--- src/rtl/irq_bank_seq.sv ---
module irq_bank_seq #(
  parameter int DATA_W = 32,
  parameter int SLOTS  = 4,
  parameter int GROUPS = 5,
  parameter int LANES  = 4
) (
  input  logic                        clk,
  input  logic                        rst_n,
  input  logic                        save_req,
  input  logic                        restore_req,
  output logic [$clog2(GROUPS)-1:0]   rf_rd_grp,
  input  logic [DATA_W*LANES-1:0]     rf_rd_data,
  output logic                        rf_wr_en,
  output logic [$clog2(GROUPS)-1:0]   rf_wr_grp,
  output logic [DATA_W*LANES-1:0]     rf_wr_data,
  output logic                        busy,
  output logic                        done,
  output logic                        ovf_err,
  output logic                        unf_err,
  output logic [$clog2(SLOTS+1)-1:0]  bank_level
);
  localparam int GW     = DATA_W * LANES;
  localparam int STEP_W = $clog2(GROUPS);
  localparam int LVL_W  = $clog2(SLOTS + 1);
  localparam int IDX_W  = $clog2(SLOTS * GROUPS);
  localparam logic [STEP_W-1:0] LAST = STEP_W'(GROUPS - 1);
  localparam logic [LVL_W-1:0]  FULL = LVL_W'(SLOTS);

  logic [GW-1:0]     bank [SLOTS*GROUPS];
  logic              busy_q, rest_q, done_q, ovf_q, unf_q;
  logic [STEP_W-1:0] step_q;
  logic [LVL_W-1:0]  lvl_q;
  logic [LVL_W-1:0]  slot;
  logic [IDX_W-1:0]  idx;

  assign slot = rest_q ? lvl_q - 1'b1 : lvl_q;
  assign idx  = IDX_W'(int'(slot) * GROUPS + int'(step_q));

  always_ff @(posedge clk or negedge rst_n) begin
    if (!rst_n) begin
      busy_q <= 1'b0;
      rest_q <= 1'b0;
      done_q <= 1'b0;
      ovf_q  <= 1'b0;
      unf_q  <= 1'b0;
      step_q <= '0;
      lvl_q  <= '0;
    end else begin
      done_q <= 1'b0;
      ovf_q  <= 1'b0;
      unf_q  <= 1'b0;
      if (busy_q) begin
        if (step_q == LAST) begin
          busy_q <= 1'b0;
          done_q <= 1'b1;
          lvl_q  <= rest_q ? lvl_q - 1'b1 : lvl_q + 1'b1;
        end else begin
          step_q <= step_q + 1'b1;
        end
      end else if (save_req) begin
        if (lvl_q == FULL) begin
          done_q <= 1'b1;
          ovf_q  <= 1'b1;
        end else begin
          busy_q <= 1'b1;
          rest_q <= 1'b0;
          step_q <= '0;
        end
      end else if (restore_req) begin
        if (lvl_q == '0) begin
          done_q <= 1'b1;
          unf_q  <= 1'b1;
        end else begin
          busy_q <= 1'b1;
          rest_q <= 1'b1;
          step_q <= '0;
        end
      end
    end
  end

  always_ff @(posedge clk) begin
    if (busy_q && !rest_q) bank[idx] <= rf_rd_data;
  end

  assign rf_rd_grp  = step_q;
  assign rf_wr_grp  = step_q;
  assign rf_wr_en   = busy_q & rest_q;
  assign rf_wr_data = bank[idx];
  assign busy       = busy_q;
  assign done       = done_q;
  assign ovf_err    = ovf_q;
  assign unf_err    = unf_q;
  assign bank_level = lvl_q;

  AST_RESET_QUIET: assert property (@(posedge clk) disable iff (!rst_n) $past(!rst_n) |-> (bank_level == '0));
  AST_BUSY_RUNS: assert property (@(posedge clk) disable iff (!rst_n) (busy && rf_rd_grp != LAST) |=> busy);
  AST_DONE_AFTER_BUSY: assert property (@(posedge clk) disable iff (!rst_n) (done && !ovf_err && !unf_err) |-> $past(busy));
  AST_DONE_SINGLE: assert property (@(posedge clk) disable iff (!rst_n) done |=> !done);
  AST_LEVEL_MOVES_ON_DONE: assert property (@(posedge clk) disable iff (!rst_n) (bank_level != $past(bank_level)) |-> (done && !ovf_err && !unf_err));
  AST_NO_OVERFLOW: assert property (@(posedge clk) disable iff (!rst_n) ovf_err |-> (bank_level == FULL && $stable(bank_level) && !busy));
  AST_NO_UNDERFLOW: assert property (@(posedge clk) disable iff (!rst_n) unf_err |-> (bank_level == '0 && !rf_wr_en));
  AST_LEVEL_BOUND: assert property (@(posedge clk) disable iff (!rst_n) bank_level <= FULL);
endmodule

--- config.mk ---
export PLATFORM = sky130hd
export DESIGN_NAME = irq_bank_seq
export DESIGN_NICKNAME = d
export VERILOG_FILES = /design/src/rtl/irq_bank_seq.sv
export SDC_FILE = /design/constraint.sdc
export NUM_CORES = 2
export LEC_CHECK = 0
export BUFFER_PORTS_ARGS = -buffer_cell sky130_fd_sc_hd__clkbuf_2
export CAP_MARGIN = 20
export CORE_MARGIN = 4
export CORE_UTILIZATION = 45
export CTS_BUF_LIST = sky130_fd_sc_hd__clkbuf_4 sky130_fd_sc_hd__clkbuf_8
export DETAILED_ROUTE_END_ITERATION = 8
export HOLD_SLACK_MARGIN = 0.08
export PLACE_DENSITY_LB_ADDON = 0.3
export SLEW_MARGIN = 15
export SYNTH_ARGS = -nofsm -noshare
export SYNTH_HDL_FRONTEND = slang
export SYNTH_SLANG_ARGS = --single-unit
export TNS_END_PERCENT = 10
--- constraint.sdc ---
create_clock -name clk -period 33.4 [get_ports clk]
set_input_delay 6.68 -clock clk [delete_from_list [all_inputs] [get_ports clk]]
set_output_delay 6.68 -clock clk [all_outputs]
set_load 0.02 [all_outputs]
Word-level counts from Yosys, hierarchy flattened
Memories as Yosys holds them, arrays and structs flattened.
Cells that the tools add are included.

storage, ports and cells
  register bits after elaboration = 11
  RAM bits = 2560
  input port bits = 132
  output and inout bits = 142
  word-level logic and storage cells = 60
  memories kept = 1

operators by class
  $add $sub $neg = 4
  multipliers = 1
  equal/unequal tests = 7
  multiplexer cells = 30
  bitwise logic cells = 2
  reductions and logical operators = 8

memory list
  name  depth  width  rd ports  clocked after Yosys merged registers in  wr ports  line  text
  bank  20     128    1         0                                        1         29    logic [GW-1:0] bank [SLOTS*GROUPS];

operator list
  operator                                                            count
  3-bit 2-to-1 mux                                                    8
  1-bit 2-to-1 mux                                                    22
  4-bit AND reduction                                                 2
  3-bit by 1-bit adder with 3-bit output, second input constant       2
  3-bit equality test, second input constant                          2
  2-bit != test, second input constant                                3
  3-bit != test, second input constant                                2
  5-bit by 3-bit adder with 5-bit output                              1
  3-bit by 3-bit multiplier with 5-bit output, second input constant  1
  3-bit zero test                                                     1
  3-bit nonzero test                                                  1
  3-bit by 1-bit subtractor with 3-bit output, second input constant  1
  2-bit AND reduction                                                 1
  2-bit nonzero test                                                  1
  1-bit bitwise AND                                                   1
  1-bit logical AND                                                   1
  1-bit zero test                                                     1
  1-bit NOT                                                           1

Logic depth before layout (Yosys ltp)
  word-level depth = 5
  depth in mapped cells = 15

Least setup slack after synthesis
OpenSTA, ideal clock, no wires.

  path kind = register to register
  start point = register lvl_q[0], in the netlist bank_level[0]
  end point = memory bank[11][0] (netlist name) (enable)
  library setup time = 0.771 ns
  arrival = 11.517 ns
  data required time = 32.629 ns
  slack = 21.112 ns
  cell stages (with the launch flop) = 15
  buffers on the path = 2
  path through = dfrtp_1 > inv_1 > ha_1 > nand2_1 > xnor2_2 > ha_1 > ha_1 > ha_1 > a21o_1 > a21oi_1 > xor3_1 > buf_4 > buf_4 > nand4_1 > nor3_1

between the ends
  word-level cells in the longest chain between the ends = 4

RTL lines
  item                                           line  text
  start, declared                                32    logic [LVL_W-1:0] lvl_q;
  start signal, assigned                         56    lvl_q <= rest_q ? lvl_q - 1'b1 : lvl_q + 1'b1;
  3-bit by 1-bit subtractor with 3-bit output    36    assign slot = rest_q ? lvl_q - 1'b1 : lvl_q;
  3-bit 2-to-1 mux *                             36
  3-bit by 3-bit multiplier with 5-bit output *  37    assign idx = IDX_W'(int'(slot) * GROUPS + int'(step_q));
  5-bit by 3-bit adder with 5-bit output *       37
  end, declared                                  29

Mark *: on every way between the ends. The rest lies on a longest branch, timed or not.

Worst setup path in the final report
  start point = register lvl_q[0], in the netlist bank_level[0]
  end point = output rf_wr_data[5]

between the ends
  word-level cells in the longest chain between the ends = 5

RTL lines
  item                                           line  text
  3-bit by 1-bit subtractor with 3-bit output    36
  3-bit 2-to-1 mux *                             36
  3-bit by 3-bit multiplier with 5-bit output *  37
  5-bit by 3-bit adder with 5-bit output *       37
  memory read 20 x 128 bit *                     n/a
  end, declared                                  15    output logic [DATA_W*LANES-1:0] rf_wr_data,

Marks and branches as above.

==> results.cfg <==
[route]
drt_wl_total_um = 267600
vias = 53764
viasPerCell = 5.964
dr.first_iter.drc_count = 5359
first_pass_iters = 6
detail-route-antenna-nets = 0
post_drt_wl_per_cell_um = 29.69
drc = 0

[global_route]
grt_pass1_vias = 54005
grt_overflow = 0
grt_first_pass_wirelength_um = 383300
antenna_found_initial = 43
grt_usage_pct = 23.01
grt_max_degree = 153

[sta]
clock.fmax_mhz = 69.03
maxSlewHeadroom_pct = 18.73
slew_violations = 0
hold_viol = 0
tns_ns = 0
tightest_slew_ns = 1.219
fin_crit_ns = 14.49
hold_slack_ns = 0.6218
setup_viol = 0
clock_skew_ns = 0.06796
grt_setup_unrepaired = false
fin_crit_sh_pct = 43.37

[clock_network]
cts-root-buf = clkbuf_8
clock_latency_ns = 1.06
cts_made_buffers = 420
cts-resized-gates = 0
cts_tree = done
cts_buffer_depth = 4
postCtsHoldBufs = 0
cts_htree_levels = 5
cts.sinks = 2571
clk_pin_slew_ns = 0.06
cts_setup_buffers = 0

[worst_hold_path]
hold_class = reg -> reg

[placed_design]
hpwlAfterDp_um = 125200
port-buffer-count = 273
gp_congestion = 0.7350

[synth]
ys_seq_area_share_pct = 77.99
synthDistinctLibCells = 45
syn_inst = 5364
synthArstFlopShare_pct = 0.4278
syn_area_sq_um = 98920
ys.flop_type = edfxtp_1
yosys_warnings = 0
synth-seq-cells = 2571
synth-edff-count = 2560
syn_avg_cell_area_sq_um = 18.44
syn_nets = 5512

[run]
maxCapViolations = 0

[setup_path]
r2r_slack_ns = 24.80
crit_arrival_ns = 7.81
worst_ep_required_time_ns = 26.72
path_class = reg -> out
crit_family = buffers and inverters
path_common_cell = buf_4
cp_slowest_cell = buf_4
slowest_delay_ns = 0.96
crit_buf_inv = 6
path_cells = inv_1 -> ha_1 -> mux2i_1 -> ha_1 -> ha_4 -> buf_4 -> buf_4 -> buf_4 -> buf_4 -> mux2i_1 -> a22oi_1 -> nand3_1 -> a31oi_1 -> clkbuf_2
crit_fanout = 66
cp-start-kind = flop
crit_path_end_kind = primary output

[floorplan]
fp.dieArea_sq_um = 227400
die_h_um = 476.9
start_util_pct = 45.42
fp.dieW_um = 476.9
coreArea_sq_um = 217800
ios = 274
rows = 171

[cells_and_area]
num-nets-final = 5975
mostFrequentLayoutCells = 2,560 x edfxtp_1, 814 x mux2i_1, 423 x clkbuf_8, 273 x clkbuf_2, 241 x nor2_1
drive_gt1_share_pct = 19.27
area.growth.synth_to_final_pct = 12.41
final_common_cell = edfxtp_1

[outcome]
status = finished clean
registers in the layout (all words and copies together), names as in the netlist:
name,count
bank,2560
bank_level,3
rf_rd_grp,3
busy,1
done,1
ovf_err,1
rest_q,1
unf_err,1
kinds of logic after synthesis:
kind of cell	share of synthesized area [%]
multiplexers	11.38
buffers and inverters	1.762
AO/OA/AOI/OAI	5.468
AND/OR/NAND/NOR	3.091
XOR/XNOR	0.1012
flip-flops	77.99
adder cells (fa/ha/maj)	0.2100
synth_stat cells, drive strengths merged, types with 5 or more instances:
cell | number | area, sq um
edfxtp | 2560 | 76870
nor2 | 252 | 945.9
a22oi | 128 | 960.9
a211oi | 109 | 818.3
a31oi | 128 | 800.8
o221ai | 148 | 1296
inv | 5 | 18.77
nand2b | 5 | 31.28
nand3 | 133 | 665.6
mux2i | 814 | 8148
buf | 211 | 1240
nor3 | 73 | 370.4
a21oi | 133 | 665.6
ha | 15 | 187.7
o22ai | 109 | 681.9
o211ai | 20 | 150.1
mux4 | 128 | 2883
mux2 | 20 | 225.2
dfrtp | 11 | 275.3
clkbuf | 129 | 484.2
nor2b | 68 | 425.4
nand2 | 139 | 521.8
metal layers:
layer / GRT usage (%) / vias to the layer above / wire [um]
li1: - / 22726 / -
met1: 31.07 / 28339 / 109500
met2: 38.26 / 2169 / 132000
met3: 3.774 / 512 / 18470
met4: 7.626 / 18 / 7570
met5: 0 / - / 117
cell type report:
type	instances	area, sq um
clock inverters	170	923.4
multi-input cells	2448	20270
inverters	5	18.77
clock buffers	559	6843
well taps	2854	3571
flip-flops and latches	2571	77150
fillers	17628	106600
diodes	27	67.56
repair buffers	381	2356
worst reg2reg max path, stage by stage (launching register included):
cell	delay (ns)
dfrtp_1	0.39
inv_1	0.15
ha_1	0.17
nand2_1	0.10
xnor2_2	0.17
ha_1	0.31
ha_1	0.34
fa_4	1.27
buf_4	0.69
buf_4	0.63
buf_4	0.77
nand2_1	0.44
nor2_4	0.74
buf_4	0.96
buf_4	1.03
through the flow:
stage	utilization (%)	cells	area [sq um]	setup WS (ns)
after floorplan	-	5364	98920	21.11
after global placement	47.45	8258	103400	19.99
after detailed placement	47.45	8258	103400	19.96
after CTS	51.02	8987	111100	18.77
after global routing	51.05	9008	111200	18.50
final	51.05	9015	111200	18.91
path summary, 6_finish.rpt:
kind	to	from	depth (start not counted)
max	rf_wr_data[5]	bank_level[0]$_DFFE_PN0P_	14
max in group asynchronous	rf_rd_grp[1]$_DFFE_PN0P_	rst_n	1
max reg2reg	bank[7][15]$_DFFE_PP_	bank_level[0]$_DFFE_PN0P_	14
min in group asynchronous	done$_DFF_PN0_	rst_n	1
min reg2reg	rf_rd_grp[1]$_DFFE_PN0P_	rf_rd_grp[1]$_DFFE_PN0P_	2
min	rf_rd_grp[1]$_DFFE_PN0P_	rf_rd_grp[1]$_DFFE_PN0P_	2
Power is left out: the tool's default activity adds up to more than one toggle a clock period on the data nets, which glitch-free logic cannot reach.
